## src/rtl/bag_pkg.sv

```systemverilog
package bag_pkg;
    typedef enum logic {
        WALK_INCR = 1'b0,
        WALK_WRAP = 1'b1
    } walk_e;
endpackage

```

## src/rtl/bag_span_mask.sv

```systemverilog
// Effective beat count and the wrap-window mask derived from it.
module bag_span_mask #(
    parameter int ADDR_W = 16,
    parameter int CNT_W  = 8,
    parameter int WB_LG  = 2
) (
    input  logic [CNT_W-1:0]  count,
    output logic [CNT_W-1:0]  eff_count,
    output logic [ADDR_W-1:0] mask
);
    always_comb begin
        eff_count = (count == '0) ? CNT_W'(1) : count;
        mask      = (ADDR_W'(eff_count) << WB_LG) - ADDR_W'(1);
    end
endmodule

```

## src/rtl/bag_step.sv

```systemverilog
// Offsets a base address, either freely or confined to the mask window.
module bag_step #(
    parameter int ADDR_W = 16
) (
    input  logic [ADDR_W-1:0] base,
    input  logic [ADDR_W-1:0] offset,
    input  logic [ADDR_W-1:0] mask,
    input  logic              wrap,
    output logic [ADDR_W-1:0] addr
);
    logic [ADDR_W-1:0] sum;
    always_comb begin
        sum  = base + offset;
        addr = wrap ? ((base & ~mask) | (sum & mask)) : sum;
    end
endmodule

```

## src/rtl/burst_addr_gen.sv

```systemverilog
module burst_addr_gen
    import bag_pkg::*;
#(
    parameter int ADDR_W     = 16,
    parameter int CNT_W      = 8,
    parameter int WORD_BYTES = 4,
    parameter bit HOLD_CMD   = 1'b0
) (
    input  logic              clk,
    input  logic              rst_n,
    input  logic              beat_valid,
    input  logic [ADDR_W-1:0] cmd_addr,
    input  logic [CNT_W-1:0]  cmd_count,
    input  logic              cmd_wrap,
    output logic [ADDR_W-1:0] beat_addr,
    output logic              beat_last,
    output logic              burst_active
);
    localparam int WB_LG = $clog2(WORD_BYTES);
    localparam logic [ADDR_W-1:0] STEP = ADDR_W'(WORD_BYTES);

    typedef struct packed {
        logic              active;
        logic [CNT_W-1:0]  left;
        logic [ADDR_W-1:0] off;
    } core_t;

    core_t st_d, st_q;

    logic [CNT_W-1:0]  cnt_eff;
    logic [ADDR_W-1:0] cmd_mask;
    logic [ADDR_W-1:0] src_base;
    logic [ADDR_W-1:0] src_mask;
    logic              src_wrap;
    logic [ADDR_W-1:0] walk_addr;

    bag_span_mask #(.ADDR_W(ADDR_W), .CNT_W(CNT_W), .WB_LG(WB_LG)) u_span (
        .count     (cmd_count),
        .eff_count (cnt_eff),
        .mask      (cmd_mask)
    );

    // Capture policy: first-beat registers, or live command inputs.
    if (HOLD_CMD) begin : g_live
        always_comb begin
            src_base = cmd_addr;
            src_mask = cmd_mask;
            src_wrap = cmd_wrap;
        end
    end else begin : g_capture
        typedef struct packed {
            logic [ADDR_W-1:0] start;
            logic [ADDR_W-1:0] mask;
            walk_e             mode;
        } cap_t;

        cap_t cap_d, cap_q;

        always_comb begin
            cap_d = cap_q;
            if (beat_valid && !st_q.active) begin
                cap_d.start = cmd_addr;
                cap_d.mask  = cmd_mask;
                cap_d.mode  = cmd_wrap ? WALK_WRAP : WALK_INCR;
            end
        end

        always_ff @(posedge clk) begin
            if (!rst_n) begin
                cap_q <= '{start: '0, mask: '0, mode: WALK_INCR};
            end else begin
                cap_q <= cap_d;
            end
        end

        always_comb begin
            src_base = cap_q.start;
            src_mask = cap_q.mask;
            src_wrap = (cap_q.mode == WALK_WRAP);
        end
    end

    bag_step #(.ADDR_W(ADDR_W)) u_walk (
        .base   (src_base),
        .offset (st_q.off),
        .mask   (src_mask),
        .wrap   (src_wrap),
        .addr   (walk_addr)
    );

    always_comb begin
        st_d = st_q;
        if (beat_valid) begin
            if (!st_q.active) begin
                st_d.left   = cnt_eff - CNT_W'(1);
                st_d.off    = STEP;
                st_d.active = (cnt_eff != CNT_W'(1));
            end else begin
                st_d.left   = st_q.left - CNT_W'(1);
                st_d.off    = st_q.off + STEP;
                st_d.active = (st_q.left != CNT_W'(1));
            end
        end
    end

    always_ff @(posedge clk) begin
        if (!rst_n) begin
            st_q <= '{active: 1'b0, left: '0, off: '0};
        end else begin
            st_q <= st_d;
        end
    end

    assign beat_addr    = st_q.active ? walk_addr : cmd_addr;
    assign beat_last    = st_q.active ? (st_q.left == CNT_W'(1)) : (cnt_eff == CNT_W'(1));
    assign burst_active = st_q.active;
endmodule

```

## config.mk

```make
export PLATFORM = sky130hd
export DESIGN_NAME = burst_addr_gen
export DESIGN_NICKNAME = d
export VERILOG_FILES = /design/src/rtl/bag_pkg.sv /design/src/rtl/bag_span_mask.sv /design/src/rtl/bag_step.sv /design/src/rtl/burst_addr_gen.sv
export SDC_FILE = /design/constraint.sdc
export NUM_CORES = 1
export LEC_CHECK = 0
export BUFFER_PORTS_ARGS = -buffer_cell sky130_fd_sc_hd__buf_2
export CORE_MARGIN = 2
export CORE_UTILIZATION = 25
export CTS_CLUSTER_SIZE = 14
export DETAILED_ROUTE_END_ITERATION = 10
export GPL_TIMING_DRIVEN = 0
export HOLD_SLACK_MARGIN = 0.05
export SLEW_MARGIN = 20
export SYNTH_ARGS = -nofsm -noshare
export SYNTH_HDL_FRONTEND = slang
export SYNTH_SLANG_ARGS = --single-unit
```

## constraint.sdc

```tcl
create_clock -name clk -period 5.8 [get_ports clk]
set_input_delay 0.58 -clock clk [delete_from_list [all_inputs] [get_ports clk]]
set_output_delay 0.58 -clock clk [all_outputs]
set_load 0.01 [all_outputs]
```

-- After elaboration in Yosys (flattened, before gate mapping)
Cells that the tools add are included.
- flip-flop bits (word level): 58
- latch bits: 0
- RAM bits: 0
- ROM bits: 0
- input port bits: 28
- output and inout port bits: 18
- word-level logic and storage cells: 28
- memories kept: 0
- $add $sub $neg: 5
- multiply operators: 0
- div/mod/pow operators: 0
- $lt $le $gt $ge: 0
- equality and inequality tests: 4
- shift operators: 0
- muxes and demuxes: 6
- bitwise operators: 4
- reduce and logical (&&, ||, !) cells: 3
- operators by type and width (kind ; count):
    $and 16x16->16 ; 2
    $mux 16 ; 2
    $mux 25 ; 1
    $add 16x16->16 ; 1
    $add 16x3->16 const B ; 1
    $eq 8x1->1 const B ; 2
    $ne 8x1->1 const B ; 2
    $not 16->16 ; 1
    $or 16x16->16 ; 1
    $sub 8x1->8 const B ; 2
    $sub 10x1->11 const B ; 1
    $logic_not 8->1 ; 1
    $mux 8 ; 1
    $mux 1 ; 2
    $logic_and 1x1->1 ; 1
    $logic_not 1->1 ; 1

-- Depth between registers and ports, before layout
Gate-level depths: netlist of the first run.
- depth after elaboration: 5
- gate-level depth with buffers: 8
- gate-level depth less buffers: 8

-- Cells and area by module
Synthesis of the first run repeated with hierarchy kept, for this count alone.
- cells, all modules: 511
- area total of the unflattened synthesis: 3961.3 um^2
- modules (own cells, without submodules) (module ; instances ; cells an instance ; area an instance (um^2) ; seq. area each (um^2)):
    burst_addr_gen ; 1 ; 312 ; 2593.7 ; 1121.1
    bag_step ; 1 ; 162 ; 1104.8 ; 0.0
    bag_span_mask ; 1 ; 37 ; 262.8 ; 0.0

-- Worst setup path after synthesis of the first run
Ideal clock, no wire load.
- path kind: reg2out
- from: register st_q[3] (netlist name)
- to: output port beat_addr[15]
- data arrival time: 1974 ps
- required time: 5220 ps
- path slack: 3246 ps
- cell stages (with the launch flop): 9
- buffers on the path: 0
- cell sequence: dfxtp_1 ha_1 a211oi_2 o21a_2 o21ai_4 a31oi_4 mux2i_1 nor3_1 o31ai_2
- cells in the longest elaborated chain, start to end: 5
- RTL lines (what ; line ; RTL):
    start, declared ; burst_addr_gen.sv:28 ; core_t st_d, st_q;
    start signal, assigned ; burst_addr_gen.sv:108 ; st_q <= '{active: 1'b0, left: '0, off: '0};
    start signal, assigned ; burst_addr_gen.sv:110 ; st_q <= st_d;
    $add 16x16->16 * ; bag_step.sv:13 ; sum = base + offset;
    $and 16x16->16 ; bag_step.sv:14 ; addr = wrap ? ((base & ~mask) | (sum & mask)) : sum;
    $or 16x16->16 ; bag_step.sv:14 ;
    $mux 16 * ; bag_step.sv:14 ;
    $mux 16 * ; burst_addr_gen.sv:114 ; assign beat_addr = st_q.active ? walk_addr : cmd_addr;
    end, declared ; burst_addr_gen.sv:15 ; output logic [ADDR_W-1:0] beat_addr,
Every way passes the cells marked *; elsewhere a longest branch is shown, timed or not.

-- Final worst setup path of the first run
Same ends and word-level chain as after synthesis.

==> results.py, run 1 <==
metrics = {
    "logic_synthesis": {
        "syn_area_um2": 3030,
        "synthesis.nets": 426,
        "synth_area_leaders": "dfxtp_1, nand2_1, ha_1, a21boi_0, nor2_1",
        "synth-seq-area-share": 0.324,
        "synth_most_common_cell": "nand2_1",
        "synth_warnings": 0,
        "synth_cell_type_count": 53,
        "synth_enable_flop_cells": 0,
        "syn_inst": 380,
        "synth_seq_cells": 49,
        "synth_area_leader_cell": "dfxtp_1",
        "yosys.area.top_type_share": 0.324,
        "syn_avg_cell_area_um2": 7.97,
        "async_reset_ff_frac": 0,
        "synthFlopType": "dfxtp_1",
        "yosys-top-cells-count": "nand2_1, dfxtp_1, nor2_1",
    },
    "global_routing": {
        "first_global_vias": 2718,
        "antenna_found_initial": 0,
        "grt-ovfl-total": 0,
        "gr-usage-all-layers": 0.129,
        "grt_pass1_wl_mm": 13.4,
        "grt_max_degree": 16,
    },
    "clock_network": {
        "cts_made_buffers": 5,
        "clock-sinks": 49,
        "postCtsHoldBufs": 0,
        "cts_max_level": 2,
        "clk_path_buf_depth": 2,
        "cts_tree": "yes",
        "post_cts_resized": 0,
        "clockRootBuffer": "clkbuf_16",
        "clkSlewWorstSetupHoldPaths_ns": 0.07,
        "postCtsSetupRepairBufs": 0,
        "clkLatencyLatePin_ns": 0.29,
    },
    "critical_path": {
        "crit_type": "flip-flop to primary output",
        "cp_slowest_cell": "dfxtp_1",
        "rrSetupSlack_ns": 4.00,
        "crit_path_max_incr_delay_ns": 0.42,
        "critical-path-top-delay-family": "compound AO/OA/AOI/OAI gates",
        "endpoint_kind": "primary output",
        "path_buf_inv": 1,
        "start_kind": "flip-flop",
        "cp_data_arrival_time_ns": 2.52,
        "required_ns": 5.22,
        "worstPathMaxFanout": 5,
        "crit_chain": "ha_1 > a211oi_2 > o21a_2 > o21ai_4 > a31oi_4 > mux2i_1 > nor3_1 > o31ai_2 > buf_2",
    },
    "finish": {
        "fin_cells": 580,
        "fin_nets": 478,
        "diodes": 0,
        "fillers": 1281,
        "area_delta_synth_final_pct": 18.5,
        "drive_gt1_frac": 0.162,
    },
    "run": {
        "drv_cap": 0,
    },
    "timing": {
        "tightestPinTransition_ns": 0.674,
        "finalHoldViolations": 0,
        "rsz0062_at_grt": "no",
        "fin_setup_tns_ns": 0,
        "fin_ws_ns": 2.70,
        "period_minus_slack_ns": 3.10,
        "fmaxAchievable_ghz": 0.323,
        "finalCritPeriodShare": 0.534,
        "slew_viol_final": 0,
        "setup_viol": 0,
        "slew_headroom": 0.544,
        "finClkSkew_ns": 0.00418,
    },
    "routing": {
        "vias_per_cell": 4.79,
        "route.detailed.drc": 0,
        "vias": 2779,
        "wirelength_mm": 8.12,
        "routedWlPerCell_um": 14.0,
        "drt_iter0_markers": 195,
        "postRouteAntennaNets": 0,
        "first_pass_iters": 4,
    },
    "power_and_ir_drop": {
        "netSwitchingFraction": 0.284,
        "p_clk_frac": 0.368,
        "p_seq_frac": 0.451,
        "ir_worst_vdd_mv": 0.111,
        "p_int_uw": 586,
        "total_leakage_power_nw": 1.50,
        "power_frac_comb": 0.181,
        "powerDensity_nw_per_um2": 228,
        "p_switching_uw": 233,
    },
    "placed_design": {
        "preCtsSetupSlack_ns": 3.04,
        "globalplace.congestion": 0.823,
        "dp.cells": 572,
        "hpwl_mm": 6.29,
        "io_buffers": 45,
    },
    "floorplanning": {
        "die_height_um": 114,
        "io_pins": 46,
        "fp.coreArea_um2": 11900,
        "rows": 40,
        "die_width_um": 114,
        "die-area_um2": 13000,
        "initial_core_util": 0.254,
    },
    "min_path": {
        "hold_class": "flip-flop to flip-flop",
    },
    "status": {
        "status": "complete, no violations",
    },
}
==> path summary, 6_finish.rpt <==
check,start,end,depth (start not counted)
worst min register to register,src_mask[9]$_SDFFE_PN0P_,src_mask[9]$_SDFFE_PN0P_,2
worst min-delay path,src_mask[9]$_SDFFE_PN0P_,src_mask[9]$_SDFFE_PN0P_,2
worst max register to register,burst_active$_SDFFE_PN0P_,st_q[12]$_SDFFE_PN0P_,5
worst max-delay path,st_q[3]$_SDFFE_PN0P_,beat_addr[15],9
==> power by group through the flow <==
stage                     Combinational [mW]  Sequential, mW  Clock, mW
after detailed placement               0.148           0.377          0
after global placement                 0.146           0.377          0
after CTS                              0.149           0.369      0.310
after global routing                   0.166           0.372      0.320
after floorplan                       0.0964           0.373          0
final                                  0.148           0.370      0.301
==> cells by family (layout without fill, tap and decap cells) <==
family          count (synthesis)  after routing  share of synthesized area
simple gates                  163            163                      0.249
compound gates                 91             91                      0.214
flops                          49             49                      0.324
xor+xnor                       28             28                     0.0809
buf+inv                        22             75                     0.0277
fa+ha+maj                      18             18                     0.0743
mux                             9              9                     0.0306
==> registers in the layout, summed over array words and instances (netlist names) <==
name,flops
st_q,22
src_base,16
burst_active,1
src_mask,9
src_wrap,1
==> worst reg2reg max path, delay by kind of cell (launching register included) <==
kind	cells	cell delay (ns)
buffers and inverters	2	0.65
flip-flops	1	0.37
AND/OR/NAND/NOR	3	0.66
==> cell type report <==
| cell class | count | area, µm² | share of cell area |
|---|---|---|---|
| Tap cell | 147 | 184 | 0.0512 |
| Clock inverter | 2 | 13.8 | 0.00383 |
| Inverter | 6 | 22.5 | 0.00627 |
| Clock buffer | 6 | 139 | 0.0387 |
| Sequential cell | 49 | 981 | 0.273 |
| Buffer | 16 | 61.3 | 0.0171 |
| Timing Repair Buffer | 45 | 225 | 0.0627 |
| Multi-Input combinational cell | 309 | 1970 | 0.547 |
==> routing by layer <==
layer	part of all wire	wire, µm	GRT usage
met2	0.45	3660	0.209
met4	0.010	84	0.0317
met3	0.066	535	0.0228
met1	0.47	3840	0.177
met5	0	0	0
==> through the flow <==
| step | hold WS, ns | power (mW) | utilization | area [µm²] |
|---|---|---|---|---|
| 2_1_floorplan | 0.429 | 0.469 | - | 3030 |
| 3_3_place_gp | 0.444 | 0.523 | 0.289 | 3440 |
| 3_5_place_dp | 0.451 | 0.525 | 0.289 | 3440 |
| 4_1_cts | 0.462 | 0.829 | 0.302 | 3590 |
| 5_1_grt | 0.486 | 0.858 | 0.302 | 3590 |
| 6_report | 0.462 | 0.819 | 0.302 | 3590 |
==> cell usage in the layout, fill, tap and decap left out, drive strengths merged, types with 2 or more instances in the layout <==
cell and count:
a31o 2, nand2 64, nor3 4, nand3 14, a211o 2, o21a 6
mux2i 7, and4 2, xor2 17, a211oi 3, inv 6, a21boi 23
clkinv 2, dfxtp 49, ha 18, o31ai 2, xnor2 11, a21oi 27
nor4b 2, and3 3, nor4 2, o21ai 15, o21bai 2, mux2 2
o211a 2, nand4 6, nor2b 6, a31oi 2, nor2 44, buf 48
nand2b 10, clkbuf 19
Note: power is estimated with default switching activity, not from simulation.
==> run 2: changes to the inputs <==
--- a/config.mk
+++ b/config.mk
@@ -5,6 +5,7 @@
 export SDC_FILE = /design/constraint.sdc
 export NUM_CORES = 1
 export LEC_CHECK = 0
+export ABC_AREA = 1
 export BUFFER_PORTS_ARGS = -buffer_cell sky130_fd_sc_hd__buf_2
 export CORE_MARGIN = 2
 export CORE_UTILIZATION = 25
==> constraint.sdc (replaced) <==
create_clock -name clk -period 2.5 [get_ports clk]
set_input_delay 0.25 -clock clk [delete_from_list [all_inputs] [get_ports clk]]
set_output_delay 0.25 -clock clk [all_outputs]
set_load 0.01 [all_outputs]
==> run 2 against run 1 <==
Compared with the run above:
- synthesized area is 7.3% higher
- critical path depth stayed put
- clock power grew to 2.8 times the previous value
- total power is 150% higher
- core utilization is 0.45 points higher
- non-clock buffer count is 7 lower
- combinational power is 140% higher
- via count is 17% higher
- synthesized cell count is 34% higher
- critical path type unchanged
- critical endpoint is now beat_addr[6]
==> results.py, run 2 <==
metrics = {
    "power_and_ir_drop": {
        "total_leakage_power_nw": 1.91,
        "power_mw": 2.04,
        "p_switching_uw": 578,
        "ir_worst_vdd_mv": 0.292,
        "netSwitchingFraction": 0.283,
        "powerDensity_nw_per_um2": 526,
        "p_clk_frac": 0.407,
        "p_seq_frac": 0.418,
        "p_int_mw": 1.46,
        "power_frac_comb": 0.175,
    },
    "logic_synthesis": {
        "synth_warnings": 0,
        "syn_avg_cell_area_um2": 6.40,
        "synth_cell_type_count": 34,
        "synth_seq_cells": 49,
        "syn_area_um2": 3250,
        "synth_most_common_cell": "nand2_1",
        "async_reset_ff_frac": 0,
        "synth_enable_flop_cells": 0,
        "yosys.area.top_type_share": 0.302,
        "syn_inst": 508,
        "yosys-top-cells-count": "nand2_1, inv_1, dfxtp_1",
        "synth-seq-area-share": 0.302,
        "synth_area_leaders": "dfxtp_1, nand2_1, inv_1, o21ai_0, ha_1",
        "synthesis.nets": 554,
        "synth_area_leader_cell": "dfxtp_1",
        "synthFlopType": "dfxtp_1",
    },
    "floorplanning": {
        "initial_core_util": 0.257,
        "die_height_um": 118,
        "die_width_um": 118,
        "rows": 41,
        "fp.coreArea_um2": 12700,
        "die-area_um2": 13900,
        "io_pins": 46,
    },
    "critical_path": {
        "r2r_end": "burst_active$_SDFFE_PN0P_",
        "cp_data_arrival_time_ns": 2.05,
        "cp-endpoint": "beat_addr[6]",
        "cp_slowest_cell": "dfxtp_1",
        "path_common_cell": "nand2_1",
        "crit_type": "flip-flop to primary output",
        "rrSetupSlack_ns": 0.86,
        "crit_path_start": "st_q[3]$_SDFFE_PN0P_",
        "endpoint_kind": "primary output",
        "required_ns": 2.25,
        "worstPathMaxFanout": 5,
        "start_kind": "flip-flop",
        "crit_path_max_incr_delay_ns": 0.36,
        "reg2reg_depth": 6,
        "reg2reg_from": "burst_active$_SDFFE_PN0P_",
        "crit_chain": "ha_1 > nand2_1 > nand2_2 > nand2_1 > nand2_1 > xor2_1 > nor2_1 > o21ai_1 > buf_2",
    },
    "routing": {
        "drt_iter0_markers": 246,
        "vias_per_cell": 4.42,
        "vias": 3240,
        "first_pass_iters": 4,
        "postRouteAntennaNets": 0,
        "wirelength_mm": 9.09,
        "routedWlPerCell_um": 12.4,
        "route.detailed.drc": 0,
    },
    "timing": {
        "slew_viol_final": 0,
        "fin_setup_tns_ns": 0,
        "slew_headroom": 0.572,
        "finalCritPeriodShare": 0.920,
        "fmaxAchievable_ghz": 0.435,
        "period_minus_slack_ns": 2.30,
        "finClkSkew_ns": 0.00387,
        "tightestPinTransition_ns": 0.641,
        "finalHoldViolations": 0,
        "fin_ws_ns": 0.200,
        "setup_viol": 0,
        "rsz0062_at_grt": "no",
    },
    "finish": {
        "area_delta_synth_final_pct": 19.3,
        "fin_area_um2": 3880,
        "final_core_util": 0.306,
        "mostFrequentLayoutCells": "nand2_1, inv_1, buf_2, dfxtp_1, o21ai_0",
        "largest_reg_flops": 22,
        "regMostFlops": "st_q",
        "fin_nets": 606,
        "drive_gt1_frac": 0.143,
        "fillers": 1428,
        "final_common_cell": "nand2_1",
        "diodes": 0,
    },
    "status": {
        "status": "complete, no violations",
    },
    "clock_network": {
        "clkSlewWorstSetupHoldPaths_ns": 0.07,
        "clkLatencyLatePin_ns": 0.29,
        "cts_tree": "yes",
        "clk_path_buf_depth": 2,
        "cts_max_level": 2,
        "postCtsHoldBufs": 0,
        "cts_made_buffers": 5,
        "postCtsSetupRepairBufs": 0,
        "clockRootBuffer": "clkbuf_16",
        "post_cts_resized": 0,
        "clock-sinks": 49,
    },
    "global_routing": {
        "antenna_found_initial": 0,
        "use_met3": 0.0252,
        "grt_pass1_wl_mm": 15.1,
        "grt_max_degree": 17,
        "first_global_vias": 3045,
        "grt_busiest_layer": "met2",
        "gr-usage-all-layers": 0.133,
        "globalRouteMet1Util": 0.189,
        "grt_util_met2": 0.213,
        "grt-ovfl-total": 0,
    },
    "min_path": {
        "hold_class": "input pin to flip-flop",
    },
    "placed_design": {
        "hpwl_mm": 7.18,
        "globalplace.congestion": 0.876,
        "io_buffers": 45,
        "preCtsSetupSlack_ns": 0.445,
        "post_dp_cell_area_um2": 3690,
    },
    "run": {
        "drv_cap": 0,
    },
}
-- run 2: cell types whose count changed after synthesis, sizes merged, moves of 5 or more --
cell    before  now
nor2b        6    0
o21ai       15   49
nand2       64  145
clkbuf      13    3
o21a         6    1
xnor2       11    4
a22o         0    6
mux2i        7    0
xor2        17    4
nand3       14   30
a21boi      23    0
inv          6   93
nand2b      10    0
nor2        44   33
-- run 2: how the worst min path moves through the flow --
stage / startpoint / end / slack, ns / cells after the start
floorplan: rst_n / st_q[17]$_SDFFE_PN0P_ / 0.35 / 2
global placement: src_base[0]$_SDFFE_PN0P_ / src_base[0]$_SDFFE_PN0P_ / 0.45 / 2
detailed placement: src_base[0]$_SDFFE_PN0P_ / src_base[0]$_SDFFE_PN0P_ / 0.45 / 2
CTS: cmd_wrap / src_wrap$_SDFFE_PN0P_ / 0.16 / 3
global route: cmd_addr[15] / src_base[15]$_SDFFE_PN0P_ / 0.18 / 2
finish: cmd_wrap / src_wrap$_SDFFE_PN0P_ / 0.16 / 3
-- run 2: cells by family after synthesis --
group | Yosys count | share of synthesized area
AND/OR/NAND/NOR | 226 | 0.300
AO/OA/AOI/OAI | 104 | 0.184
buffers and inverters | 103 | 0.124
flip-flops | 49 | 0.302
adder cells (fa/ha/maj) | 18 | 0.0693
XOR/XNOR | 8 | 0.0215
-- run 2: routing by layer --
| layer | routed length, µm | share of wire | up-vias |
|---|---|---|---|
| met4 | 49 | 0.0054 | 0 |
| met5 | 0 | 0 | - |
| met1 | 4630 | 0.51 | 1429 |
| met2 | 4010 | 0.44 | 61 |
| li1 | - | - | 1744 |
| met3 | 405 | 0.045 | 6 |
-- run 2: layout make-up --
type / count / area [µm²] / area share
Multi-Input combinational cell: 356 / 1870 / 0.483
Sequential cell: 49 / 982 / 0.253
Inverter: 94 / 353 / 0.0910
Timing Repair Buffer: 45 / 225 / 0.0581
Tap cell: 172 / 215 / 0.0555
Clock buffer: 6 / 139 / 0.0358
Buffer: 9 / 48.8 / 0.0126
Clock inverter: 2 / 41.3 / 0.0106
-- run 2: per-stage QoR --
step | std cells | hold WS [ns]
CTS | 733 | 0.161
global route | 733 | 0.178
global placement | 725 | 0.445
floorplan | 508 | 0.348
finish | 733 | 0.161
detailed placement | 725 | 0.451
-- run 2: critical path, delay by kind of cell (launching register included) --
family / cells / cell delay, ns
buffers and inverters: 1 / 0.17
AO/OA/AOI/OAI: 1 / 0.17
adder cells (fa/ha/maj): 1 / 0.34
AND/OR/NAND/NOR: 5 / 0.48
flip-flops: 1 / 0.36
XOR/XNOR: 1 / 0.25
-- run 2: power by group through the flow --
| stage | Clock, mW | Sequential (mW) | Combinational, mW |
|---|---|---|---|
| 3_3_place_gp | 0 | 0.871 | 0.357 |
| 3_5_place_dp | 0 | 0.871 | 0.356 |
| 4_1_cts | 0.850 | 0.853 | 0.358 |
| 6_report | 0.829 | 0.853 | 0.357 |
| 5_1_grt | 0.887 | 0.859 | 0.407 |
| 2_1_floorplan | 0 | 0.861 | 0.235 |
==> run 3: changes to the inputs <==
--- a/config.mk
+++ b/config.mk
@@ -8,11 +8,13 @@
 export ABC_AREA = 1
 export BUFFER_PORTS_ARGS = -buffer_cell sky130_fd_sc_hd__buf_2
 export CORE_MARGIN = 2
-export CORE_UTILIZATION = 25
+export CORE_UTILIZATION = 50
+export CTS_BUF_LIST = sky130_fd_sc_hd__clkbuf_4 sky130_fd_sc_hd__clkbuf_8 sky130_fd_sc_hd__clkbuf_16
 export CTS_CLUSTER_SIZE = 14
 export DETAILED_ROUTE_END_ITERATION = 10
 export GPL_TIMING_DRIVEN = 0
 export HOLD_SLACK_MARGIN = 0.05
+export PLACE_DENSITY = 0.74
 export SLEW_MARGIN = 20
 export SYNTH_ARGS = -nofsm -noshare
 export SYNTH_HDL_FRONTEND = slang
==> run 3 against run 2 <==
Compared with the run above:
- worst setup slack lost 0.028 ns
- clock skew grew 0.0063 ns
- total power shrank 12%
- register-to-register slack gained 0.03 ns
- cell count shrank 13%
- critical path depth grew 3
- count of clock-buffer cells in the layout is the same
- combinational power is essentially flat
- die area shrank 49%
- via count grew 3.9%
- clock power shrank 28%
- largest cell class unchanged
==> results.py, run 3 (synthesized netlist as in run 2, its figures left out) <==
metrics = {
    "clock_network": {
        "clk_path_buf_depth": 2,
        "cts_max_level": 2,
        "clkSlewWorstSetupHoldPaths_ns": 0.09,
        "clockRootBuffer": "clkbuf_8",
        "postCtsSetupRepairBufs": 0,
        "clkLatencyLatePin_ns": 0.31,
        "cts_tree": "yes",
        "clock-sinks": 49,
        "cts_made_buffers": 5,
    },
    "floorplanning": {
        "die_height_um": 84.6,
        "initial_core_util": 0.515,
        "die_width_um": 84.6,
        "io_pins": 46,
        "rows": 29,
        "die-area_um2": 7160,
        "fp.coreArea_um2": 6310,
    },
    "timing": {
        "finalCritPeriodShare": 0.931,
        "rsz0062_at_grt": "no",
        "fmaxAchievable_ghz": 0.429,
        "slew_headroom": 0.607,
        "finClkSkew_ns": 0.0102,
        "tightestPinTransition_ns": 0.590,
        "fin_setup_tns_ns": 0,
        "slew_viol_final": 0,
        "setup_viol": 0,
        "period_minus_slack_ns": 2.33,
        "finalHoldViolations": 0,
        "timing.hold.ws_ns": 0.129,
    },
    "finish": {
        "regArea_um2": 982,
        "final_common_cell": "nand2_1",
        "largest_reg_flops": 22,
        "area_delta_synth_final_pct": 13.7,
        "regMostFlops": "st_q",
        "fin_area_um2": 3700,
        "fin_nets": 606,
        "mostFrequentLayoutCells": "nand2_1, inv_1, buf_2, dfxtp_1, o21ai_0",
        "fillers": 635,
        "multi_input_area_um2": 1880,
        "diodes": 0,
        "drive_gt1_frac": 0.143,
    },
    "routing": {
        "drt_iter0_markers": 154,
        "route.detailed.drc": 0,
        "vias": 3366,
        "wirelength_mm": 8.44,
        "first_pass_iters": 5,
        "postRouteAntennaNets": 0,
        "routedWlPerCell_um": 13.2,
        "vias_per_cell": 5.28,
    },
    "critical_path": {
        "cp_data_arrival_time_ns": 2.08,
        "required_ns": 2.25,
        "cp_slowest_cell": "ha_1",
        "crit_path_max_incr_delay_ns": 0.37,
        "endpoint_kind": "primary output",
        "crit_chain": "ha_1 > nand2_1 > nor2_1 > nand2_1 > nand3_1 > nand2_1 > nand2_1 > nand2_1 > nand3_1 > nand2_1 > nand2_1 > buf_2",
        "start_kind": "flip-flop",
        "crit_type": "flip-flop to primary output",
        "worstPathMaxFanout": 4,
        "path_common_cell": "nand2_1",
    },
    "global_routing": {
        "first_global_vias": 3110,
        "grt-ovfl-total": 0,
        "antenna_found_initial": 0,
        "grt_max_degree": 16,
        "grt_pass1_wl_mm": 14.1,
        "gr-usage-all-layers": 0.243,
    },
    "power_and_ir_drop": {
        "power_mw": 1.80,
        "powerDensity_nw_per_um2": 487,
        "ir_worst_vdd_mv": 0.348,
        "total_leakage_power_nw": 1.89,
    },
    "placed_design": {
        "hpwl_mm": 6.66,
        "globalplace.congestion": 0.915,
        "io_buffers": 45,
        "post_dp_cell_area_um2": 3570,
    },
    "min_path": {
        "hold_class": "input pin to flip-flop",
    },
    "run": {
        "drv_cap": 0,
    },
    "status": {
        "status": "complete, no violations",
    },
}
[run 3: cell count changes in the layout (fill, tap and decap cells not counted), sizes merged]
cell / previous run / this run
clkinv: 1 / 2
inv: 94 / 93
[run 3: worst max-delay path, delay by kind of cell, from the launching register on]
family,cells,cell delay (ns)
AND/OR/NAND/NOR,10,0.90
buffers and inverters,1,0.14
flip-flops,1,0.36
adder cells (fa/ha/maj),1,0.37
[run 3: final cells by class]
type                            count  share of cell area
Clock inverter                      2              0.0105
Inverter                           94              0.0955
Buffer                              9              0.0132
Timing Repair Buffer               45              0.0609
Sequential cell                    49               0.266
Multi-Input combinational cell    356               0.507
Clock buffer                        6              0.0206
Tap cell                           77              0.0261
[run 3: report_power, final]
part	internal [mW]	switching (mW)
clock network	0.312	0.281
registers	0.822	0.0305
logic	0.132	0.222
total	1.27	0.533
[run 3: path summary, 6_finish.rpt]
kind / slack (ns) / cells past startpoint / to / start
max: 0.17 / 12 / beat_addr[15] / st_q[6]$_SDFFE_PN0P_
min: 0.13 / 3 / src_wrap$_SDFFE_PN0P_ / cmd_wrap
max reg2reg: 0.89 / 6 / burst_active$_SDFFE_PN0P_ / burst_active$_SDFFE_PN0P_
min reg2reg: 0.47 / 2 / src_mask[7]$_SDFFE_PN0P_ / src_mask[7]$_SDFFE_PN0P_
[run 3: per-stage QoR]
| stage | utilization | worst slack (ns) | std cells |
|---|---|---|---|
| after floorplan | - | 0.808 | 508 |
| after global routing | 0.585 | 0.0180 | 638 |
| after CTS | 0.584 | 0.107 | 638 |
| after global placement | 0.566 | 0.489 | 630 |
| after detailed placement | 0.566 | 0.455 | 630 |
| final | 0.585 | 0.172 | 638 |
[run 3: repair_timing]
item | CTS | global route
setup endpoints to repair | 0 | 1
resized for setup | 0 | 3
endpoints found under the hold margin | 0 | 0
hold buffers | 0 | 0
[run 3: layer usage]
layer | global-route usage | vias to the layer above | share of wire
met3 | 0.0403 | 15 | 0.044
met5 | 0 | - | 0
met1 | 0.312 | 1520 | 0.45
met4 | 0.0736 | 0 | 0.022
li1 | - | 1751 | -
met2 | 0.419 | 80 | 0.49
